==> src/rtl/cts_gate_pkg.sv <==
package cts_gate_pkg;
  typedef enum logic {
    SAMPLE_RISE = 1'b0,
    SAMPLE_FALL = 1'b1
  } sample_edge_e;

  function automatic int unsigned cnt_width(input int unsigned limit);
    return $clog2(limit + 1);
  endfunction
endpackage

==> src/rtl/cts_edge_sampler.sv <==
module cts_edge_sampler
  import cts_gate_pkg::*;
(
  input  logic clk,
  input  logic rst,
  input  logic edge_sel,
  input  logic cts,
  output logic cts_q
);
  logic s_rise;
  logic s_fall;

  always_ff @(posedge clk) begin
    if (rst) s_rise <= 1'b1;
    else     s_rise <= cts;
  end

  always_ff @(negedge clk) begin
    if (rst) s_fall <= 1'b1;
    else     s_fall <= cts;
  end

  always_ff @(posedge clk) begin
    if (rst) cts_q <= 1'b1;
    else     cts_q <= (sample_edge_e'(edge_sel) == SAMPLE_FALL) ? s_fall : s_rise;
  end
endmodule

==> src/rtl/cts_grace_counter.sv <==
module cts_grace_counter #(
  parameter int unsigned GRACE_BITS = 32
) (
  input  logic clk,
  input  logic rst,
  input  logic cts_q,
  input  logic bit_stb,
  output logic start_ok,
  output logic permit_nxt
);
  localparam int unsigned CW = cts_gate_pkg::cnt_width(GRACE_BITS);
  localparam logic [CW-1:0] LIMIT = CW'(GRACE_BITS);

  logic [CW-1:0] cnt;
  logic [CW-1:0] cnt_nxt;

  always_comb begin
    cnt_nxt = cnt;
    if (cts_q)                         cnt_nxt = '0;
    else if (bit_stb && cnt != LIMIT)  cnt_nxt = cnt + 1'b1;
    permit_nxt = cts_q || (cnt_nxt != LIMIT);
  end

  always_ff @(posedge clk) begin
    if (rst) begin
      cnt      <= '0;
      start_ok <= 1'b1;
    end else begin
      cnt      <= cnt_nxt;
      start_ok <= permit_nxt;
    end
  end

  assert_cnt_bound_R3: assert property (@(posedge clk) disable iff (rst)
    cnt <= LIMIT);

  assert_stb_only_R4: assert property (@(posedge clk) disable iff (rst)
    (!bit_stb && !cts_q) |=> $stable(cnt));

  assert_resume_R9: assert property (@(posedge clk) disable iff (rst)
    cts_q |=> (start_ok && cnt == '0));
endmodule

==> src/rtl/cts_msg_tracker.sv <==
module cts_msg_tracker (
  input  logic clk,
  input  logic rst,
  input  logic start_ok,
  input  logic permit_nxt,
  input  logic msg_start,
  input  logic msg_end,
  output logic idle_fill
);
  logic busy;
  logic busy_nxt;
  logic accept;

  always_comb begin
    accept   = msg_start && start_ok;
    busy_nxt = accept || (busy && !msg_end);
  end

  always_ff @(posedge clk) begin
    if (rst) begin
      busy      <= 1'b0;
      idle_fill <= 1'b0;
    end else begin
      busy      <= busy_nxt;
      idle_fill <= !permit_nxt && !busy_nxt;
    end
  end

  assert_busy_no_idle_R6: assert property (@(posedge clk) disable iff (rst)
    (busy && !msg_end) |=> !idle_fill);

  assert_late_start_ignored_R7: assert property (@(posedge clk) disable iff (rst)
    (msg_start && !start_ok && !busy) |=> !busy);

  assert_start_wins_R10: assert property (@(posedge clk) disable iff (rst)
    (msg_start && msg_end && start_ok) |=> busy);
endmodule

==> src/rtl/cts_tx_gate.sv <==
module cts_tx_gate #(
  parameter int unsigned GRACE_BITS = 32
) (
  input  logic clk,
  input  logic rst,
  input  logic edge_sel,
  input  logic cts,
  input  logic bit_stb,
  input  logic msg_start,
  input  logic msg_end,
  output logic start_ok,
  output logic idle_fill
);
  logic cts_q;
  logic permit_nxt;

  cts_edge_sampler u_sampler (
    .clk      (clk),
    .rst      (rst),
    .edge_sel (edge_sel),
    .cts      (cts),
    .cts_q    (cts_q)
  );

  cts_grace_counter #(.GRACE_BITS(GRACE_BITS)) u_grace (
    .clk        (clk),
    .rst        (rst),
    .cts_q      (cts_q),
    .bit_stb    (bit_stb),
    .start_ok   (start_ok),
    .permit_nxt (permit_nxt)
  );

  cts_msg_tracker u_track (
    .clk        (clk),
    .rst        (rst),
    .start_ok   (start_ok),
    .permit_nxt (permit_nxt),
    .msg_start  (msg_start),
    .msg_end    (msg_end),
    .idle_fill  (idle_fill)
  );

  assert_reset_R1: assert property (@(posedge clk)
    rst |=> (start_ok && !idle_fill));

  assert_idle_needs_no_permit_R6: assert property (@(posedge clk) disable iff (rst)
    idle_fill |-> !start_ok);
endmodule

==> config.mk <==
export PLATFORM = sky130hd
export DESIGN_NAME = cts_tx_gate
export DESIGN_NICKNAME = d
export VERILOG_FILES = /design/src/rtl/cts_gate_pkg.sv /design/src/rtl/cts_edge_sampler.sv /design/src/rtl/cts_grace_counter.sv /design/src/rtl/cts_msg_tracker.sv /design/src/rtl/cts_tx_gate.sv
export SDC_FILE = /design/constraint.sdc
export NUM_CORES = 1
export LEC_CHECK = 0
export ABC_AREA = 0
export BUFFER_PORTS_ARGS = -buffer_cell sky130_fd_sc_hd__clkbuf_2
export CAP_MARGIN = 30
export CORE_AREA = 10 10 47 49
export CTS_BUF_LIST = sky130_fd_sc_hd__clkbuf_4 sky130_fd_sc_hd__clkbuf_8 sky130_fd_sc_hd__clkbuf_16
export DETAILED_ROUTE_END_ITERATION = 8
export DIE_AREA = 0 0 57 59
export PLACE_DENSITY = 0.73
export REMOVE_ABC_BUFFERS = 1
export SYNTH_ARGS = -nofsm -noshare
export SYNTH_HDL_FRONTEND = slang
export SYNTH_SLANG_ARGS = --single-unit
==> constraint.sdc <==
create_clock -name clk -period 1.92 [get_ports clk]
set_clock_uncertainty 0.05 [all_clocks]
set_input_delay 0.096 -clock clk [delete_from_list [all_inputs] [get_ports clk]]
set_output_delay 0.096 -clock clk [all_outputs]
set_load 0.05 [all_outputs]
After elaboration in Yosys (flattened, before gate mapping)
Index checks and enable logic that the tools add are counted.
- flip-flop bits (word level): 12
- bits in latches: 0
- bits in writable memories: 0
- ROM bits: 0
- input port bits: 7
- output and inout bits: 2
- logic and storage cells: 23
- memories kept: 0
- add/sub/neg operators: 1
- multiply operators: 0
- divide/modulo/power cells: 0
- order comparisons: 0
- equality and inequality tests: 2
- shift operators: 0
- muxes and demuxes: 4
- bitwise logic cells: 0
- reduce and logical (&&, ||, !) cells: 9
- operators by type and width (cell ; count):
    $mux 6 ; 2
    $ne 6x6->1 const B ; 2
    $add 6x1->6 const B ; 1
    $logic_and 1x1->1 ; 4
    $logic_not 1->1 ; 3
    $logic_or 1x1->1 ; 2
    $mux 1 ; 2

Depth between registers and ports, before layout
Gate-level depths: netlist of run 1.
- word-level depth: 8
- gate-level depth with buffers: 6
- mapped depth without buffers: 6

Cells and area by module
Synthesis of run 1 repeated with hierarchy kept, for this count alone.
- cell total of the unflattened synthesis: 62
- area total of the unflattened synthesis: 581.8 µm²
- modules (own cells, without submodules) (module ; instances ; cells an instance ; area each (µm²) ; seq. area each (µm²)):
    cts_grace_counter ; 1 ; 48 ; 424.2 ; 140.1
    cts_edge_sampler ; 1 ; 7 ; 85.1 ; 60.1
    cts_msg_tracker ; 1 ; 7 ; 72.6 ; 40.0

==> qor.yml, run 1 <==
cts:
  h-tree-depth: 1
  clockBufferDepth: 2
  cts_resized: 0
  cts.sinks: 12
  insertion_delay_ns: 0.32
  post_cts_buffers: 0
  cts_tree: "built"
  cts_root_buffer: "clkbuf_4"
  cts_made_buffers: 3
  clkTransAtPathRegs_ns: 0.07
setup_path:
  crit_path_end_kind: "register"
  cp_cell_sequence: "dlygate4sd3_1, clkbuf_2, or2_2"
  cp.required_ns: 1.11
  timing.rr.end: "u_grace.start_ok"
  r2r_cells: 6
  crit_buf_inv: 2
  critPathArrivalTime_ns: 1.05
  critical_path_class: "in2reg"
  slowest_delay_ns: 0.53
  r2r_start: "u_grace.cnt[0]"
  r2r_setup_slack_ns: 0.17
  start_kind: "input port"
  slowest_stage: "dlygate4sd3_1"
  path_delay_family: "buffers and inverters"
  worst-path-max-fanout: 4
yosys:
  post_synth.cell_area_avg_sq_um: 9.55
  synth_cell_types: 28
  synth_top_area_cell: "dfxtp_1"
  synthCells: 60
  synth.top_cells.by_area: "dfxtp_1 (42%), nor2_1 (5.9%), xnor2_1 (4.6%)"
  ys.flop_type: "dfxtp_1"
  synth_edf_count: 0
  async_flop_share: 0
  ys_seq_elements: 12
  synth_top_area_share: 0.419
  yosysWarnings: 0
  ys_seq_area_frac: 0.419
  synth.cell_area_sq_um: 573
cells_and_area:
  synthToLayoutAreaGrowth_pct: 19.9
  final_cell_mix: "dfxtp_1 (12), nor2_1 (9), clkbuf_2 (8), inv_1 (4)"
  fin_area_sq_um: 687
  nNetsFinal: 83
  drive_above_1_share: 0.233
  final_common_cell: "dfxtp_1"
  n_fill_cell: 143
  regArea_sq_um: 240
  n_antenna_cell: 0
  multi_input_area_sq_um: 298
sta:
  worst_slack_ns: 0.0628
  final-hold-violation-count: 0
  slew_headroom: 0.783
  whs_ns: 0.0519
  rsz0062_at_grt: "false"
  drv_slew: 0
  tns_ns: 0
  tightest_slew_ns: 0.326
  setup_viol: 0
power:
  powerDensity_mw_per_mm2: 715
  p_sw_uw: 99.7
  clkPwrFrac: 0.412
  combPwrFrac: 0.066
  p_seq_frac: 0.521
  intPower_uw: 391
  p_sw_frac: 0.203
  irDropWorstVdd_v: 0.000573
  power_leakage_uw: 0.000280
floorplan:
  start_util: 0.409
  ioPinCount: 9
  fp.dieW_um: 57
  die-area_sq_mm: 0.00336
  fp.dieH_um: 59
  row_count: 14
  core-area_sq_mm: 0.00140
global_route:
  grt_pass1_vias: 423
  grt_max_degree: 9
  grt_pass1_wl_mm: 1.70
  overflow: 0
  antenna_found_initial: 0
  grt_use_total: 0.0621
hold_path:
  hold_depth: 3
  hold_path.class: "in2reg"
  worstHoldEndpoint: "u_track.busy"
  worstHoldStart: "msg_start"
place:
  place_congestion: 0.790
  dpl_cell_area_sq_um: 621
  port-buffer-count: 8
  preCtsSetupSlack_ns: 0.169
  dp_hpwl_um: 730
routing:
  viasPerCell: 4.79
  remaining_drc_errors: 0
  vias: 426
  firstDrtPassIters: 2
  antenna_left: 0
  wl_per_cell_um: 11.0
  routed_wl_um: 980
  drtIter0Drc: 3
outcome:
  status: "completed"
run:
  max-cap-violations: 0
## tightest hold or removal path, delay by kind of cell
kind | cells | cell delay [ns]
and+or+nand+nor | 1 | 0.08
buffers and inverters | 1 | 0.08
AOI/OAI and AO/OA | 1 | 0.08
## repair_timing
action / CTS / global route
hold endpoints to repair: 3 / 0
hold buffers: 3 / 0
setup endpoints to repair: 0 / 0
## cell type report
class / instances / share of cell area
Inverter: 3 / 0.0164
Multi-Input combinational cell: 41 / 0.434
Sequential cell: 12 / 0.350
Timing Repair Buffer: 12 / 0.113
Clock buffer: 4 / 0.0528
Clock inverter: 1 / 0.00546
Tap cell: 16 / 0.0291
## power groups by stage
stage	clock network [uW]	logic [uW]	registers [uW]
after floorplan	6.52	16.0	261
after global placement	6.52	27.1	262
after detailed placement	6.52	27.9	262
after CTS	212	32.8	256
after global routing	226	36.4	257
final	202	32.5	256
## metal layers
metal,global-route usage,vias to the layer above,wire length (um)
li1,-,227,-
met1,0.0637,190,435
met2,0.101,9,447
met3,0.0472,0,98
met4,0.0101,0,0
met5,0,-,0
## cell families (layout without fill, tap and decap cells)
| logic type | Yosys count | in the layout | synth area share |
|---|---|---|---|
| and+or+nand+nor | 23 | 23 | 0.231 |
| xor gates and xnor gates | 6 | 6 | 0.0917 |
| adders and majority gates | 2 | 2 | 0.0437 |
| buffers and inverters | 7 | 20 | 0.0611 |
| DFF | 12 | 12 | 0.419 |
| AOI/OAI and AO/OA | 8 | 8 | 0.118 |
| muxes | 2 | 2 | 0.0349 |
## worst max path at each step
stage                         from                to  slack, ns  cells after the start
floorplan           u_grace.cnt[0]  u_grace.start_ok       0.19                      6
global placement    u_grace.cnt[0]  u_grace.start_ok       0.22                      6
detailed placement  u_grace.cnt[0]  u_grace.start_ok       0.17                      6
CTS                            rst  u_sampler.s_fall       0.07                      3
global route                   rst  u_sampler.s_fall       0.05                      3
finish                         rst  u_sampler.s_fall       0.06                      3
## stage by stage
stage / power, uW / cells / utilization
2_1_floorplan: 284 / 57 / -
3_3_place_gp: 295 / 82 / 0.443
3_5_place_dp: 296 / 82 / 0.443
4_1_cts: 500 / 89 / 0.490
5_1_grt: 519 / 89 / 0.490
6_report: 491 / 89 / 0.490
## sequential cells by signal, indices dropped and copies added, names as in the netlist
signal and cells:
u_grace.cnt 6, u_grace.start_ok 1, u_sampler.cts_q 1, u_sampler.s_fall 1, u_sampler.s_rise 1, u_track.busy 1, u_track.idle_fill 1
## cell usage after synthesis (2+ instances only)
cell type,instances
ha_1,2
dfxtp_1,12
a31oi_1,2
or2_2,2
nand2_1,2
nand3_1,2
mux2i_1,2
xor2_1,3
xnor2_1,3
inv_1,4
nor2_1,9
No activity file was read; power rests on OpenSTA's default activity.
==> run 2: changes to the inputs <==
==> constraint.sdc (replaced) <==
create_clock -name clk -period 1.92 [get_ports clk]
set_clock_uncertainty 0.05 [all_clocks]
set_input_delay 0.384 -clock clk [delete_from_list [all_inputs] [get_ports clk]]
set_output_delay 0.384 -clock clk [all_outputs]
set_load 0.05 [all_outputs]
==> qor.yml, run 2 (synthesis gave the netlist of run 1 again) <==
setup_path:
  cp_cell_sequence: "inv_1, ha_1, nand3b_4, o31ai_4, mux2i_1, or4_1"  # was dlygate4sd3_1, clkbuf_2, or2_2
  r2r_cells: 6  # unchanged
  crit_path_end_kind: "register"  # unchanged
  start_kind: "register"  # was input port
  critical_path_depth: 6  # was 3
  r2r_setup_slack_ns: 0.11  # was 0.17 ns
  timing.rr.end: "u_grace.start_ok"  # unchanged
  cp.required_ns: 2.03  # was 1.11 ns
  critical_path_class: "reg2reg"  # was in2reg
  critPathArrivalTime_ns: 1.92  # was 1.05 ns
  crit_buf_inv: 1  # was 2
  r2r_start: "u_grace.cnt[0]"  # unchanged
  slowest_delay_ns: 0.50  # was 0.53 ns
  slowest_stage: "or4_1"  # was dlygate4sd3_1
  worst-path-max-fanout: 4  # unchanged
  path_delay_family: "simple AND/OR/NAND/NOR gates"  # was buffers and inverters
routing:
  routed_wl_mm: 1.04  # was 980 um
  antenna_left: 0  # unchanged
  firstDrtPassIters: 3  # was 2
  met2_wirelength_um: 493  # was 447 um
  drtIter0Drc: 4  # was 3
  wl_per_cell_um: 12.0  # was 11.0 um
  highest_layer: "met4"  # was met3
  met3_length_um: 109  # was 98 um
  remaining_drc_errors: 0  # unchanged
  vias: 427  # was 426
  viasPerCell: 4.91  # was 4.79
  wl_met1_um: 421  # was 435 um
cts:
  clkTransAtPathRegs_ns: 0.08  # was 0.07 ns
  insertion_delay_ns: 0.33  # was 0.32 ns
  cts_resized: 0  # unchanged
  h-tree-depth: 1  # unchanged
  cts_root_buffer: "clkbuf_4"  # unchanged
  post_cts_buffers: 0  # unchanged
  cts_made_buffers: 3  # unchanged
  cts_tree: "built"  # unchanged
  clockBufferDepth: 2  # unchanged
  cts.sinks: 12  # unchanged
  postCtsHoldBufs: 0  # was 3
cells_and_area:
  fin_area_sq_um: 664  # was 687 sq um
  largest-register: "u_grace.cnt"  # unchanged
  n_fill_cell: 158  # was 143
  final_common_cell: "dfxtp_1"  # unchanged
  drive_above_1_share: 0.254  # was 0.233
  nNetsFinal: 81  # was 83
  final_cell_mix: "dfxtp_1 (12), nor2_1 (9), clkbuf_2 (8), inv_1 (4)"  # unchanged
  n_antenna_cell: 0  # unchanged
  synthToLayoutAreaGrowth_pct: 15.9  # was 19.9%
  largest_reg_flops: 6  # unchanged
sta:
  max_freq_mhz: 552
  fin_crit_ns: 1.81
  tightest_slew_ns: 0.330  # was 0.326 ns
  finalCritPeriodShare: 0.944
  final-hold-violation-count: 0  # unchanged
  drv_slew: 0  # unchanged
  tns_ns: 0  # unchanged
  setup_viol: 0  # unchanged
  slew_headroom: 0.780  # was 0.783
  rsz0062_at_grt: "false"  # unchanged
global_route:
  grt_pass1_vias: 433  # was 423
  overflow: 0  # unchanged
  grt_pass1_wl_mm: 1.82  # was 1.70 mm
  grt_use_total: 0.0700  # was 0.0621
  grt_max_degree: 9  # unchanged
  antenna_found_initial: 0  # unchanged
hold_path:
  hold_path.class: "in2reg"  # unchanged
  worstHoldStart: "cts"  # was msg_start
  hold_depth: 2  # was 3
  worstHoldEndpoint: "u_sampler.s_rise"  # was u_track.busy
power:
  power_leakage_uw: 0.000273  # was 0.000280 uW
  irDropWorstVdd_v: 0.000525  # was 0.000573 V
  powerDensity_mw_per_mm2: 753  # was 715 mW/mm^2
floorplan:
  start_util: 0.409  # unchanged
  die-area_sq_mm: 0.00336  # unchanged
  fp.dieH_um: 59  # unchanged
  fp.dieW_um: 57  # unchanged
  ioPinCount: 9  # unchanged
  row_count: 14  # unchanged
  core-area_sq_mm: 0.00140  # unchanged
place:
  port-buffer-count: 8  # unchanged
  dpl_cell_area_sq_um: 628  # was 621 sq um
  dp_hpwl_um: 784  # was 730 um
  place_congestion: 0.718  # was 0.790
run:
  max-cap-violations: 0  # unchanged
outcome:
  status: "completed"  # unchanged
run 2: changes by cell type in the layout (fill, tap and decap cells not counted):
cell / delta
buf_4: +1
dlygate4sd3_1: -3
run 2: layout make-up:
cell class                      instances  area (sq um)  share of cell area
Clock inverter                          1          3.75             0.00565
Clock buffer                            4          36.3              0.0546
Timing Repair Buffer                   10          55.1              0.0829
Multi-Input combinational cell         41           298               0.448
Inverter                                3          11.3              0.0169
Sequential cell                        12           240               0.362
Tap cell                               16          20.0              0.0301
run 2: how the worst max path moves through the flow:
| stage | from | to | slack [ns] |
|---|---|---|---|
| after global routing | u_grace.cnt[0] | u_grace.start_ok | 0.03 |
| after CTS | u_grace.cnt[0] | u_grace.start_ok | 0.11 |
| after global placement | rst | u_sampler.s_fall | 0.03 |
| final | u_grace.cnt[0] | u_grace.start_ok | 0.11 |
| after detailed placement | rst | u_sampler.s_fall | 0.02 |
| after floorplan | rst | u_sampler.s_fall | 0.12 |
run 2: power breakdown:
| group | leakage (uW) | switching [uW] | internal (uW) | total [uW] |
|---|---|---|---|---|
| registers | 0.0000979 | 1.98 | 254 | 256 |
| logic | 0.000148 | 12.9 | 16.1 | 29.0 |
| clock network | 0.0000263 | 96.7 | 118 | 215 |
run 2: worst register-to-register path: cells and delay by family, from the launching register on:
family	cells	cell delay, ns
and+or+nand+nor	2	0.61
muxes	1	0.13
buffers and inverters	1	0.12
DFF	1	0.35
adders and majority gates	1	0.21
AOI/OAI and AO/OA	1	0.22
run 2: per-stage QoR:
stage / cells / hold slack (ns) / total power [uW] / worst slack (ns) / utilization
3_3_place_gp: 83 / 0.428 / 297 / 0.0307 / 0.448
5_1_grt: 87 / 0.244 / 523 / 0.0319 / 0.474
3_5_place_dp: 83 / 0.446 / 298 / 0.0169 / 0.448
4_1_cts: 87 / 0.238 / 508 / 0.105 / 0.474
2_1_floorplan: 57 / 0.406 / 284 / 0.125 / -
6_report: 87 / 0.241 / 500 / 0.107 / 0.474
run 2: metal layers:
metal,up-vias,global-route usage
met4,0,0.0403
met5,-,0
met2,11,0.112
met1,189,0.0664
li1,223,-
met3,4,0.0472
==> run 3: changes to the inputs <==
- ABC_AREA: 0 -> 1
==> qor.yml, run 3 <==
outcome:
  status: "completed"  # unchanged
cells_and_area:
  largest_reg_flops: 6  # unchanged
  fin_area_sq_um: 673  # was 664 sq um
  drive_above_1_share: 0.236  # was 0.254
  nNetsFinal: 99  # was 81
  synthToLayoutAreaGrowth_pct: 17.2  # was 15.9%
  final_cell_mix: "inv_1 (15), nand2_1 (14), dfxtp_1 (12), nor2_1 (10), clkbuf_2 (8)"  # was dfxtp_1 (12), nor2_1 (9), clkbuf_2 (8), inv_1 (4)
  final_common_cell: "inv_1"  # was dfxtp_1
  largest-register: "u_grace.cnt"  # unchanged
  n_antenna_cell: 0  # unchanged
  postLayoutCoreUtil: 0.480  # was 0.474
power:
  powerDensity_mw_per_mm2: 726  # was 753 mW/mm^2
  p_sw_frac: 0.212  # was 0.223
  clkPwrFrac: 0.413  # was 0.430
  p_sw_uw: 104  # was 112 uW
  p_seq_frac: 0.526  # was 0.513
  combPwrFrac: 0.061  # was 0.058
  irDropWorstVdd_v: 0.000405  # was 0.000525 V
  power_uw: 489  # was 500 uW
  power_leakage_uw: 0.000326  # was 0.000273 uW
  intPower_uw: 385  # was 389 uW
yosys:
  ys_seq_elements: 12  # unchanged
  post_synth.cell_area_avg_sq_um: 7.46  # was 9.55 sq um
  ys.flop_type: "dfxtp_1"  # unchanged
  ys_seq_area_frac: 0.418  # was 0.419
  synth_cell_types: 20  # was 28
  synth_top_area_cell: "dfxtp_1"  # unchanged
  async_flop_share: 0  # unchanged
  synth_edf_count: 0  # unchanged
  synth.top_cells.by_area: "dfxtp_1 (42%), inv_1 (9.8%), nand2_1 (9.2%)"  # was dfxtp_1 (42%), nor2_1 (5.9%), xnor2_1 (4.6%)
  yosys.cell_count.top_type: "inv_1"  # was dfxtp_1
  synthCells: 77  # was 60
  synth_top_area_share: 0.418  # was 0.419
  synth.cell_area_sq_um: 574  # was 573 sq um
  ys_top_cells_by_count: "inv_1 (15), nand2_1 (14), dfxtp_1 (12)"  # was dfxtp_1 (12), nor2_1 (9), inv_1 (4)
  yosysWarnings: 0  # unchanged
cts:
  postCtsHoldBufs: 0  # unchanged
  post_cts_buffers: 0  # unchanged
  clkTransAtPathRegs_ns: 0.07  # was 0.08 ns
  clockBufferDepth: 2  # unchanged
  cts_root_buffer: "clkbuf_4"  # unchanged
  cts_resized: 0  # unchanged
  insertion_delay_ns: 0.32  # was 0.33 ns
  cts.sinks: 12  # unchanged
  h-tree-depth: 1  # unchanged
  cts_tree: "built"  # unchanged
  cts_made_buffers: 3  # unchanged
setup_path:
  start_kind: "register"  # unchanged
  slowest_delay_ns: 0.29  # was 0.50 ns
  path_delay_family: "flip-flops"  # was simple AND/OR/NAND/NOR gates
  crit_path_end_kind: "register"  # unchanged
  critPathArrivalTime_ns: 1.75  # was 1.92 ns
  crit_path_start: "u_sampler.s_fall"  # was u_grace.cnt[0]
  cp_cell_sequence: "a21oi_1, o21ai_0"  # was inv_1, ha_1, nand3b_4, o31ai_4, mux2i_1, or4_1
  worst-path-max-fanout: 1  # was 4
  r2r_start: "u_sampler.s_fall"  # was u_grace.cnt[0]
  critical_path_depth: 2  # was 6
  r2r_cells: 2  # was 6
  slowest_stage: "dfxtp_1"  # was or4_1
  cp.required_ns: 2.02  # was 2.03 ns
  crit_buf_inv: 0  # was 1
  critical_path_class: "reg2reg"  # unchanged
place:
  preCtsSetupSlack_ns: 0.0201  # was 0.0169 ns
  dp_hpwl_um: 835  # was 784 um
  dpl_cell_area_sq_um: 637  # was 628 sq um
  port-buffer-count: 8  # unchanged
  place_congestion: 0.733  # was 0.718
routing:
  viasPerCell: 4.47  # was 4.91
  routed_wl_mm: 1.02  # was 1.04 mm
  remaining_drc_errors: 0  # unchanged
  antenna_left: 0  # unchanged
  vias: 469  # was 427
  firstDrtPassIters: 4  # was 3
  drtIter0Drc: 6  # was 4
  wl_per_cell_um: 9.70  # was 12.0 um
floorplan:
  fp.dieH_um: 59  # unchanged
  row_count: 14  # unchanged
  start_util: 0.410  # was 0.409
  die-area_sq_mm: 0.00336  # unchanged
  ioPinCount: 9  # unchanged
  core-area_sq_mm: 0.00140  # unchanged
  fp.dieW_um: 57  # unchanged
sta:
  worst_slack_ns: 0.274  # was 0.107 ns
  drv_slew: 0  # unchanged
  slew_headroom: 0.810  # was 0.780
  tns_ns: 0  # unchanged
  tightest_slew_ns: 0.287  # was 0.330 ns
  final-hold-violation-count: 0  # unchanged
  rsz0062_at_grt: "false"  # unchanged
  setup_viol: 0  # unchanged
global_route:
  grt_pass1_vias: 487  # was 433
  grt_pass1_wl_mm: 1.94  # was 1.82 mm
  overflow: 0  # unchanged
  grt_use_total: 0.0710  # was 0.0700
  grt_max_degree: 9  # unchanged
  antenna_found_initial: 0  # unchanged
hold_path:
  worstHoldStart: "edge_sel"  # was cts
  hold_depth: 2  # unchanged
  hold_path.class: "in2reg"  # unchanged
run:
  max-cap-violations: 0  # unchanged
-- run 3: cell count changes after synthesis, sizes merged, moves of 2 or more --
cell / previous run / this run
a21oi: 1 / 3
xor2: 3 / 0
nand2: 2 / 15
nand3: 2 / 8
nor2: 9 / 12
mux2i: 2 / 0
nand4: 0 / 2
inv: 4 / 15
xnor2: 3 / 0
a31oi: 2 / 0
-- run 3: power groups by stage --
stage	Clock (uW)	Combinational [uW]	Sequential [uW]
after floorplan	6.52	15.4	262
after global placement	6.52	29.0	263
after detailed placement	6.52	29.7	263
after CTS	210	30.0	257
after global routing	225	35.1	258
final	202	29.6	257
-- run 3: per-layer routing --
| metal | vias up | routed length [um] | global-route usage |
|---|---|---|---|
| met4 | 0 | 11 | 0.0503 |
| met2 | 8 | 451 | 0.105 |
| met1 | 193 | 505 | 0.0822 |
| li1 | 266 | - | - |
| met3 | 2 | 49 | 0.0258 |
| met5 | - | 0 | 0 |
-- run 3: cells by family (layout without fill, tap and decap cells) --
logic type	count (synthesis)	count (layout)	synth area share
flip-flops	12	12	0.418
buffers and inverters	16	28	0.107
AO/OA/AOI/OAI	5	5	0.0479
AND/OR/NAND/NOR	42	42	0.383
adder cells (fa/ha/maj)	2	2	0.0436
-- run 3: path summary, 6_finish.rpt --
path / endpoint / slack [ns]
setup reg to reg: u_sampler.cts_q / 0.27
hold reg to reg: u_sampler.cts_q / 0.40
setup / recovery: u_sampler.cts_q / 0.27
hold / removal: u_sampler.cts_q / 0.26
-- run 3: metrics by stage --
step | hold slack (ns) | instances
floorplan | 0.376 | 76
global placement | 0.385 | 101
detailed placement | 0.387 | 101
CTS | 0.252 | 105
global route | 0.265 | 105
finish | 0.261 | 105
-- run 3: final cells by class --
cell class,instances,area (sq um)
inverters,14,52.6
clock inverters,1,3.75
flip-flops and latches,12,240
fillers,151,728
well taps,16,20.0
repair buffers,9,47.5
multi-input cells,49,273
clock buffers,4,36.3
